File: config.mk
export PLATFORM = sky130hd
export DESIGN_NAME = bidir_reg_xcvr
export DESIGN_NICKNAME = d
export VERILOG_FILES = /design/src/rtl/xcvr_pkg.sv /design/src/rtl/xcvr_edge.sv /design/src/rtl/xcvr_store.sv /design/src/rtl/xcvr_section.sv /design/src/rtl/bidir_reg_xcvr.sv
export SDC_FILE = /design/constraint.sdc
export NUM_CORES = 1
export LEC_CHECK = 0
export BUFFER_PORTS_ARGS = -buffer_cell sky130_fd_sc_hd__buf_2
export CAP_MARGIN = 25
export CORE_ASPECT_RATIO = 1.5
export CORE_MARGIN = 4
export CORE_UTILIZATION = 53
export CTS_CLUSTER_DIAMETER = 30
export DETAILED_ROUTE_END_ITERATION = 12
export PLACE_DENSITY = 0.85
export SYNTH_ARGS = -nofsm -noshare
export SYNTH_HDL_FRONTEND = slang
export SYNTH_SLANG_ARGS = --single-unit
File: constraint.sdc
create_clock -name clk -period 2.5 [get_ports clk]
set_input_delay 0.375 -clock clk [delete_from_list [all_inputs] [get_ports clk]]
set_output_delay 0.375 -clock clk [all_outputs]
set_load 0.01 [all_outputs]
File: src/rtl/xcvr_pkg.sv
package xcvr_pkg;

  typedef enum logic {
    SRC_LIVE   = 1'b0,
    SRC_STORED = 1'b1
  } src_e;

  function automatic logic f_rise(input logic now_lvl, input logic prev_lvl);
    return now_lvl & ~prev_lvl;
  endfunction

  function automatic logic f_drive_a(input logic oe_n);
    return ~oe_n;
  endfunction

endpackage

File: src/rtl/xcvr_edge.sv
module xcvr_edge #(
  parameter int N = 2
) (
  input  logic         clk,
  input  logic         rst_n,
  input  logic [N-1:0] strobe,
  output logic [N-1:0] fire
);
  import xcvr_pkg::*;

  logic [N-1:0] prev_q;

  always_ff @(posedge clk) begin
    if (!rst_n) prev_q <= '0;
    else        prev_q <= strobe;
  end

  for (genvar i = 0; i < N; i++) begin : g_bit
    assign fire[i] = f_rise(strobe[i], prev_q[i]);
  end

endmodule

File: src/rtl/xcvr_store.sv
module xcvr_store #(
  parameter int W = 8
) (
  input  logic         clk,
  input  logic         rst_n,
  input  logic         load,
  input  logic [W-1:0] d,
  output logic [W-1:0] q
);

  always_ff @(posedge clk) begin
    if (!rst_n)    q <= '0;
    else if (load) q <= d;
  end

endmodule

File: src/rtl/xcvr_section.sv
module xcvr_section #(
  parameter int W = 8
) (
  input  logic         clk,
  input  logic         rst_n,
  input  logic [W-1:0] a_in,
  input  logic [W-1:0] b_in,
  input  logic         ab_fire,
  input  logic         ba_fire,
  input  logic         ab_sel,
  input  logic         ba_sel,
  input  logic         ab_oe,
  input  logic         ba_oe_n,
  output logic [W-1:0] a_out,
  output logic         a_oe,
  output logic [W-1:0] b_out,
  output logic         b_oe,
  output logic [W-1:0] a_q,
  output logic [W-1:0] b_q
);
  import xcvr_pkg::*;

  function automatic logic [W-1:0] f_pick(input src_e src, input logic [W-1:0] stored,
                                          input logic [W-1:0] live);
    return (src == SRC_STORED) ? stored : live;
  endfunction

  logic [W-1:0] a_bus;
  logic [W-1:0] b_bus;

  // Outputs are a single mux between a register and a raw input pin.
  assign b_out = f_pick(src_e'(ab_sel), a_q, a_in);
  assign a_out = f_pick(src_e'(ba_sel), b_q, b_in);
  assign b_oe  = ab_oe;
  assign a_oe  = f_drive_a(ba_oe_n);

  // Effective bus value: what the block drives, else what the pins show.
  assign a_bus = a_oe ? a_out : a_in;
  assign b_bus = b_oe ? b_out : b_in;

  xcvr_store #(.W(W)) u_a_reg (
    .clk(clk), .rst_n(rst_n), .load(ab_fire), .d(a_bus), .q(a_q)
  );

  xcvr_store #(.W(W)) u_b_reg (
    .clk(clk), .rst_n(rst_n), .load(ba_fire), .d(b_bus), .q(b_q)
  );

endmodule

File: src/rtl/bidir_reg_xcvr.sv
module bidir_reg_xcvr #(
  parameter int NS = 2,
  parameter int W  = 8
) (
  input  logic            clk,
  input  logic            rst_n,
  input  logic [NS*W-1:0] a_in,
  output logic [NS*W-1:0] a_out,
  output logic [NS-1:0]   a_oe,
  input  logic [NS*W-1:0] b_in,
  output logic [NS*W-1:0] b_out,
  output logic [NS-1:0]   b_oe,
  input  logic [NS-1:0]   ab_clk,
  input  logic [NS-1:0]   ba_clk,
  input  logic [NS-1:0]   ab_sel,
  input  logic [NS-1:0]   ba_sel,
  input  logic [NS-1:0]   ab_oe,
  input  logic [NS-1:0]   ba_oe_n
);

  localparam int TW = NS * W;

  // Named internal events for the checker.
  logic [NS-1:0] ab_fire;
  logic [NS-1:0] ba_fire;
  logic [TW-1:0] a_store;
  logic [TW-1:0] b_store;

  xcvr_edge #(.N(NS)) u_ab_edge (
    .clk(clk), .rst_n(rst_n), .strobe(ab_clk), .fire(ab_fire)
  );

  xcvr_edge #(.N(NS)) u_ba_edge (
    .clk(clk), .rst_n(rst_n), .strobe(ba_clk), .fire(ba_fire)
  );

  for (genvar s = 0; s < NS; s++) begin : g_sec
    xcvr_section #(.W(W)) u_sec (
      .clk     (clk),
      .rst_n   (rst_n),
      .a_in    (a_in[s*W +: W]),
      .b_in    (b_in[s*W +: W]),
      .ab_fire (ab_fire[s]),
      .ba_fire (ba_fire[s]),
      .ab_sel  (ab_sel[s]),
      .ba_sel  (ba_sel[s]),
      .ab_oe   (ab_oe[s]),
      .ba_oe_n (ba_oe_n[s]),
      .a_out   (a_out[s*W +: W]),
      .a_oe    (a_oe[s]),
      .b_out   (b_out[s*W +: W]),
      .b_oe    (b_oe[s]),
      .a_q     (a_store[s*W +: W]),
      .b_q     (b_store[s*W +: W])
    );
  end

endmodule

==> results.md, run 1 <==
* Outcome: completed
* Worst Reg-to-Reg Cells at 3
* Number of global-route vias before repair at 1772
* Portion of total power attributed to sequential cells at 46.4%
* Die Ht at 86.8 um
* Worst min-delay path startpoint: ab_clk[0]
* Worst voltage drop across the vdd grid at 0.346 mV
* Number of antenna violations at the first check in global routing at 0
* Total clock sinks at 36
* Smallest hold slack at 0.327 ns
* Critical register-to-register path endpoint: g_sec[1].u_sec.u_a_reg.q[0]
* Largest net degree at the start of global routing at 37
* First-pass GRT wire length at 7.87 mm
* Tightest Pin Transition at 0.640 ns
* Time the worst path needs with I/O delays and setup at 1.50 ns
* DRT Pass-1 Iters at 4
* Number of buffers inserted to repair setup after CTS at 0
* Critical path's largest stage delay at 0.29 ns
* CTS clk-pin slew, worst paths at 0.07 ns
* Post-cts repair resize count at 0
* Hold buffer count at cts at 0
* Final Hold Fails at 0
* Number of H-tree branching levels at 2
* Die X at 60.5 um
* Setup-failing EPs final at 0
* Count of buffers from port buffering at 81
* Fin nets at 358
* Cell count after synthesis at 249
* Switching pwr at 0.370 mW
* Lkg Pwr at 1.24 nW
* Worst setup EP type: output port
* Worst Hold Endpoint: u_ab_edge.prev_q[0]
* Longest Clk Path Bufs at 2
* Per-cell routed wire length at 13.5 um
* Layout cells sized above 1 at 35.5%
* Most frequent cells in the layout: 81 x sky130_fd_sc_hd__buf_2, 36 x sky130_fd_sc_hd__dfxtp_1, 32 x sky130_fd_sc_hd__nand2_1
* Yosys reg bits at 36
* Highest achievable clock rate at 0.666 GHz
* Area occupied by multi-input gates at 1220 um^2
* Combinational power share at 23.0%
* Grt total ovfl at 0
* Vias at 1907
* Placed wire-length estimate after detailed placement at 3.74 mm
* Number of distinct library cells after synthesis at 23
* Clock latency reported for the late side of the worst-skew pair at 0.27 ns
* Class of the tightest hold or removal check: in -> reg
* CP Buf/Inv Count at 3
* Routed WL at 4.84 mm
* Req. time, crit path at 2.12 ns
* Reg-to-reg setup timing slack at 1.22 ns
* Clock group share of total power at 30.6%
* Worst hold path cell count at 2
* Cell Rows at 28
* CP startpoint kind: primary input
* Pwr/cell area at 529 nW/um^2
* Core area at 3960 um^2
* Final Wtd Congestion at 0.763
* Count of maximum capacitance violations at 0
* Setup repair after global routing missed its margin: no
* Final setup skew at 0.00127 ns
* Startpoint of the most critical register-to-register path: u_ab_edge.prev_q[1]
* Syn Nets at 295
* Most frequent standard cell in the layout excluding fill and tap cells: sky130_fd_sc_hd__buf_2
* Count of inserted antenna diode cells at 0
* Part of the cycle the worst path needs at 60.1%
* Total global-route track usage at 19.3%
* Placed instance count at 350
* Post-synthesis average cell area at 8.81 um^2
* Arrival time worst endpoint at 1.13 ns
* Aggregate negative setup slack at 0 ns
* Sequential Area at 721 um^2
* Layout Area Growth over Synthesis at 16.5%
* Num ports at 82
* Fill cell total of the finished layout at 362
* CP max stage cell: sky130_fd_sc_hd__mux2i_1
* Critical-path maximum fanout at 8
* Non-Filler Instances at 358
* Netlist Area Pre-Place at 2190 um^2
* Initial standard-cell utilization of the core at 55.4%
* Remaining design rule violation count at 0
* Sw Ratio at 27.4%
* Number of cells on the critical path at 4
* Antenna-violating nets left at 0
* Type of the setup path with the least slack: in -> out
* Synth warn at 0
* Headroom to the max-slew limit at 57.3%
* Die footprint at 5250 um^2
* TritonCTS clock tree: yes
* Post-route core utilization at 64.6%
* Final Slew Violations at 0
* Clock tree root buffer cell: sky130_fd_sc_hd__clkbuf_8
* Cell seen most often among critical-path stages: sky130_fd_sc_hd__buf_2
* Kind of cell adding the most delay to the critical path: buffers and inverters
* Vias per inst at 5.33
* Worst-path cell chain: buf_2 -> mux2i_1 -> inv_1 -> buf_2
* Starting DRC count in detailed routing at 92
* Pint at 0.981 mW
* Number of buffers created by CTS at 5
* Seq/Total Area, Yosys at 32.9%
==> cell families after synthesis <==
family	Yosys count	synth area share, %
buffers and inverters	43	11.7
AO/OA/AOI/OAI	64	23.5
flip-flops	36	32.9
multiplexers	32	15.5
AND/OR/NAND/NOR	74	16.4
==> Yosys cell counts <==
library cell	instances	area, um^2
sky130_fd_sc_hd__mux2_2	16	180
sky130_fd_sc_hd__clkbuf_2	2	10.0
sky130_fd_sc_hd__inv_1	18	67.6
sky130_fd_sc_hd__o211ai_1	16	120
sky130_fd_sc_hd__and2_1	2	12.5
sky130_fd_sc_hd__a21boi_1	12	90.1
sky130_fd_sc_hd__a21boi_0	16	120
sky130_fd_sc_hd__mux2i_1	16	160
sky130_fd_sc_hd__nand2_1	32	120
sky130_fd_sc_hd__a21boi_2	4	45.0
sky130_fd_sc_hd__buf_1	2	7.51
sky130_fd_sc_hd__nand2b_4	2	27.5
sky130_fd_sc_hd__buf_2	2	10.0
sky130_fd_sc_hd__buf_4	10	75.1
sky130_fd_sc_hd__and2_2	2	15.0
sky130_fd_sc_hd__clkbuf_1	3	11.3
sky130_fd_sc_hd__dfxtp_1	36	721
sky130_fd_sc_hd__nor2b_1	2	12.5
sky130_fd_sc_hd__a211o_1	16	140
sky130_fd_sc_hd__nand2b_1	18	113
sky130_fd_sc_hd__nor2_1	16	60.1
sky130_fd_sc_hd__buf_8	2	30.0
sky130_fd_sc_hd__buf_6	4	45.0
==> final cells by class <==
class	count	area share, %
Multi-Input combinational cell	170	47.6
Sequential cell	36	28.2
Timing Repair Buffer	81	15.9
Clock buffer	8	3.52
Inverter	18	2.64
Tap cell	45	2.20
==> sequential cells by signal (all words and copies together), names as in the netlist <==
name and cells:
u_ba_edge.prev_q 2, u_ab_edge.prev_q 2, g_sec.u_sec.u_a_reg.q 16, g_sec.u_sec.u_b_reg.q 16
==> metrics by stage <==
| stage | setup WS (ns) | power [mW] | cell area, um^2 |
|---|---|---|---|
| floorplan | 1.25 | 0.860 | 2190 |
| global placement | 1.02 | 0.946 | 2470 |
| detailed placement | 1.00 | 0.953 | 2470 |
| CTS | 0.999 | 1.37 | 2560 |
| global route | 0.918 | 1.43 | 2560 |
| finish | 0.998 | 1.35 | 2560 |
==> routing by layer <==
layer / global-route usage, % / wire [um] / vias up
met5: 0 / 0 / -
met4: 6.31 / 51 / 0
met3: 4.32 / 385 / 6
met2: 35.7 / 2510 / 72
met1: 20.7 / 1900 / 865
li1: - / - / 964
==> how the worst max path moves through the flow <==
stage	from	endpoint	slack, ns
6_report	ab_sel[1]	b_out[12]	1.0
4_1_cts	ab_sel[1]	b_out[12]	1.0
2_1_floorplan	ba_sel[0]	a_out[0]	1.25
5_1_grt	ab_sel[1]	b_out[9]	0.92
3_5_place_dp	ab_clk[0]	g_sec[0].u_sec.u_a_reg.q[5]	1.00
3_3_place_gp	ab_sel[1]	b_out[15]	1.02
==> power groups by stage <==
stage          clock (mW)  sequential [mW]  combinational (mW)
5_1_grt             0.454            0.631               0.346
2_1_floorplan           0            0.635               0.225
6_report            0.413            0.627               0.311
3_5_place_dp            0            0.640               0.313
3_3_place_gp            0            0.639               0.308
4_1_cts             0.431            0.627               0.314
Note: power is estimated with default switching activity, not from simulation.
==> run 2: changes to the inputs <==
--- a/config.mk
+++ b/config.mk
@@ -5,14 +5,15 @@
 export SDC_FILE = /design/constraint.sdc
 export NUM_CORES = 1
 export LEC_CHECK = 0
+export ABC_AREA = 1
 export BUFFER_PORTS_ARGS = -buffer_cell sky130_fd_sc_hd__buf_2
 export CAP_MARGIN = 25
 export CORE_ASPECT_RATIO = 1.5
 export CORE_MARGIN = 4
-export CORE_UTILIZATION = 53
+export CORE_UTILIZATION = 46
 export CTS_CLUSTER_DIAMETER = 30
 export DETAILED_ROUTE_END_ITERATION = 12
-export PLACE_DENSITY = 0.85
+export PLACE_DENSITY = 0.76
 export SYNTH_ARGS = -nofsm -noshare
 export SYNTH_HDL_FRONTEND = slang
 export SYNTH_SLANG_ARGS = --single-unit
==> constraint.sdc (replaced) <==
create_clock -name clk -period 1.3 [get_ports clk]
set_input_delay 0.195 -clock clk [delete_from_list [all_inputs] [get_ports clk]]
set_output_delay 0.195 -clock clk [all_outputs]
set_load 0.01 [all_outputs]
==> run 2 against run 1 <==
Effect of this change:
- sequential share of layout area down 4.2 points
- clock power rose to 2.6 times the previous value
- cell area up 18%
- power up 130%
- combinational power rose to 2.6 times the previous value
- clock-buffer cell count down 1
- largest cell class unchanged
- synthesized cell count up 80%
- sequential cell count unchanged
- non-clock buffer count up 1
- largest power group unchanged
- critical path depth unchanged
- wire length up 32%
- first-iteration DRC count up 18%
==> results.md, run 2 <==
* Core area at 5410 um^2 (was 3960 um^2)
* Reg-to-reg setup timing slack at 0.40 ns (was 1.22 ns)
* Total clock sinks at 36 (unchanged)
* Starting DRC count in detailed routing at 109 (was 92)
* Number of H-tree branching levels at 2 (unchanged)
* Largest net degree at the start of global routing at 37 (unchanged)
* Antenna-violating nets left at 0 (unchanged)
* Number of buffers inserted to repair setup after CTS at 0 (unchanged)
* Setup repair after global routing missed its margin: no (unchanged)
* Worst Reg-to-Reg Cells at 4 (was 3)
* Remaining design rule violation count at 0 (unchanged)
* Num ports at 82 (unchanged)
* Fraction of post-synthesis cell area in the top cell type by area at 28.2% (was 32.9%)
* Routed WL at 6.38 mm (was 4.84 mm)
* Final Hold Fails at 0 (unchanged)
* Die footprint at 6840 um^2 (was 5250 um^2)
* Largest registers: g_sec.u_sec.u_a_reg.q: 16 flops, g_sec.u_sec.u_b_reg.q: 16 flops (unchanged)
* Smallest hold slack at 0.112 ns (was 0.327 ns)
* Initial standard-cell utilization of the core at 47.2% (was 55.4%)
* TritonCTS clock tree: yes (unchanged)
* Post-synthesis average cell area at 5.70 um^2 (was 8.81 um^2)
* CP max stage cell: sky130_fd_sc_hd__dfxtp_1 (was sky130_fd_sc_hd__mux2i_1)
* Worst setup slack after layout at 0.0906 ns (was 0.998 ns)
* Final Wtd Congestion at 0.847 (was 0.763)
* Syn Nets at 494 (was 295)
* Cell Rows at 33 (was 28)
* Critical register-to-register path endpoint: g_sec[0].u_sec.u_a_reg.q[2] (was g_sec[1].u_sec.u_a_reg.q[0])
* Setup-failing EPs final at 0 (unchanged)
* Type of the setup path with the least slack: reg -> out (was in -> out)
* Number of enable flip-flop cells after synthesis at 0 (unchanged)
* Vias per inst at 4.67 (was 5.33)
* CTS clk-pin slew, worst paths at 0.08 ns (was 0.07 ns)
* Arrival time worst endpoint at 1.01 ns (was 1.13 ns)
* Most frequent standard cell in the layout excluding fill and tap cells: sky130_fd_sc_hd__nand2_1 (was sky130_fd_sc_hd__buf_2)
* Aggregate negative setup slack at 0 ns (unchanged)
* Critical path's largest stage delay at 0.30 ns (was 0.29 ns)
* Worst-path cell chain: inv_1 -> nand2_1 -> and2_1 -> buf_2 (was buf_2 -> mux2i_1 -> inv_1 -> buf_2)
* Tightest Pin Transition at 0.335 ns (was 0.640 ns)
* Lkg Pwr at 1.85 nW (was 1.24 nW)
* Number of global-route vias before repair at 2538 (was 1772)
* DRT Pass-1 Iters at 4 (unchanged)
* Worst setup EP type: output port (unchanged)
* Number of antenna violations at the first check in global routing at 0 (unchanged)
* Total global-route track usage at 19.9% (was 19.3%)
* Time the worst path needs with I/O delays and setup at 1.21 ns
* Count of inserted antenna diode cells at 0 (unchanged)
* Count of maximum capacitance violations at 0 (unchanged)
* Class of the tightest hold or removal check: in -> reg (unchanged)
* Headroom to the max-slew limit at 77.7% (was 57.3%)
* Grt total ovfl at 0 (unchanged)
* Final Slew Violations at 0 (unchanged)
* Longest Clk Path Bufs at 2 (unchanged)
* Post-DP Area at 2880 um^2 (was 2470 um^2)
* Die X at 68.9 um (was 60.5 um)
* First-pass GRT wire length at 10.6 mm (was 7.87 mm)
* Per-cell routed wire length at 10.9 um (was 13.5 um)
* Most frequent cells in the layout: 148 x sky130_fd_sc_hd__nand2_1, 88 x sky130_fd_sc_hd__inv_1, 81 x sky130_fd_sc_hd__buf_2 (was 81 x sky130_fd_sc_hd__buf_2, 36 x sky130_fd_sc_hd__dfxtp_1, 32 x sky130_fd_sc_hd__nand2_1)
* Req. time, crit path at 1.11 ns (was 2.12 ns)
* Netlist Area Pre-Place at 2550 um^2 (was 2190 um^2)
* Pwr/cell area at 1030 nW/um^2 (was 529 nW/um^2)
* Kind of cell adding the most delay to the critical path: flip-flops (was buffers and inverters)
* Worst Hold Endpoint: u_ba_edge.prev_q[1] (was u_ab_edge.prev_q[0])
* Outcome: completed (unchanged)
* Pre-CTS WS at 0.230 ns (was 1.00 ns)
* Die Ht at 99.3 um (was 86.8 um)
* Seq/Total Area, Yosys at 28.2% (was 32.9%)
* Synth warn at 0 (unchanged)
* Layout cells sized above 1 at 20.2% (was 35.5%)
* Total chip power at 3.10 mW (was 1.35 mW)
* Part of the cycle the worst path needs at 93.0%
* Post-synthesis async set-or-reset flop share at 0% (unchanged)
* Hold buffer count at cts at 0 (unchanged)
* Count of buffers from port buffering at 81 (unchanged)
* Worst hold path cell count at 3 (was 2)
* Clock latency reported for the late side of the worst-skew pair at 0.28 ns (was 0.27 ns)
* Cell type contributing the most total cell area after synthesis: sky130_fd_sc_hd__dfxtp_1 (unchanged)
* CP Buf/Inv Count at 2 (was 3)
* Primary flip-flop cell chosen by synthesis mapping: sky130_fd_sc_hd__dfxtp_1 (unchanged)
* Clock tree root buffer cell: sky130_fd_sc_hd__clkbuf_8 (unchanged)
* Area of all placed cells without fillers at 3000 um^2 (was 2560 um^2)
* Yosys reg bits at 36 (unchanged)
* Cell count after synthesis at 448 (was 249)
* Layout Area Growth over Synthesis at 17.6% (was 16.5%)
* Fin nets at 561 (was 358)
* Highest achievable clock rate at 0.827 GHz
* Worst voltage drop across the vdd grid at 0.675 mV (was 0.346 mV)
* Post-cts repair resize count at 0 (unchanged)
* Critical-path maximum fanout at 2 (was 8)
* Vias at 2735 (was 1907)
* Placed wire-length estimate after detailed placement at 4.99 mm (was 3.74 mm)
* Number of cells on the critical path at 4 (unchanged)
* Final setup skew at 0.00627 ns (was 0.00127 ns)
* Most frequent cell after synthesis: sky130_fd_sc_hd__nand2_1 (was sky130_fd_sc_hd__dfxtp_1)
* Area contributors post-synth: sky130_fd_sc_hd__dfxtp_1 28%, sky130_fd_sc_hd__nand2_1 22%, sky130_fd_sc_hd__inv_1 13% (was sky130_fd_sc_hd__dfxtp_1 33%, sky130_fd_sc_hd__mux2_2 8.2%, sky130_fd_sc_hd__mux2i_1 7.3%)
* Worst min-delay path startpoint: ba_clk[1] (was ab_clk[0])
* Number of buffers created by CTS at 5 (unchanged)
* Top post-synthesis cells by count: 148 x sky130_fd_sc_hd__nand2_1, 88 x sky130_fd_sc_hd__inv_1, 44 x sky130_fd_sc_hd__nor2_1 (was 36 x sky130_fd_sc_hd__dfxtp_1, 32 x sky130_fd_sc_hd__nand2_1, 18 x sky130_fd_sc_hd__inv_1, 18 x sky130_fd_sc_hd__nand2b_1)
* Number of distinct library cells after synthesis at 13 (was 23)
* Startpoint of the most critical register-to-register path: u_ab_edge.prev_q[0] (was u_ab_edge.prev_q[1])
* CP startpoint kind: flop (was primary input)
[run 2: cell families after synthesis]
| family | synth area share [%] |
|---|---|
| AND/OR/NAND/NOR | 44.3 |
| buffers and inverters | 21.3 |
| flip-flops | 28.2 |
| AO/OA/AOI/OAI | 6.27 |
[run 2: how the worst max path moves through the flow]
stage / from / slack (ns) / end
final: g_sec[0].u_sec.u_a_reg.q[3] / 0.09 / b_out[3]
after global routing: g_sec[1].u_sec.u_b_reg.q[0] / 0.0003 / a_out[8]
after CTS: g_sec[1].u_sec.u_b_reg.q[5] / 0.07 / a_out[13]
after detailed placement: ba_sel[0] / 0.23 / a_out[2]
after global placement: ab_sel[1] / 0.24 / b_out[13]
after floorplan: ab_sel[1] / 0.45 / b_out[10]
[run 2: per-stage QoR]
stage | std cells | utilization (%)
after global placement | 578 | 53.2
after floorplan | 448 | -
after global routing | 586 | 55.5
after detailed placement | 578 | 53.2
after CTS | 586 | 55.5
final | 586 | 55.5
[run 2: final cells by class]
class | count | area (um^2)
clock inverter | 1 | 30.0
tap | 70 | 87.6
fill | 576 | 2400
multi-input combinational | 296 | 1290
sequential | 36 | 721
clock buffer | 7 | 96.3
inverter | 94 | 353
timing repair buffer | 82 | 425
[run 2: worst reg2reg max path, delay by kind of cell (launching register included)]
kind,cells,cell delay (ns)
buffers and inverters,1,0.04
AOI/OAI and AO/OA,1,0.15
DFF,1,0.31
and+or+nand+nor,2,0.33
[run 2: routing by layer]
layer  wire, um  global-route usage (%)  vias up  share of wire (%)
met4        323                    11.7        0                5.1
met1       2490                    21.3     1183                 39
met5          0                       0        -                  0
met3        458                    3.95       20                7.2
met2       3110                    34.7      101                 49
li1           -                       -     1431                  -
[run 2: power by group]
part	total (mW)	internal, mW	switching (mW)
logic	0.812	0.320	0.492
clock network	1.08	0.677	0.404
registers	1.21	1.19	0.0197
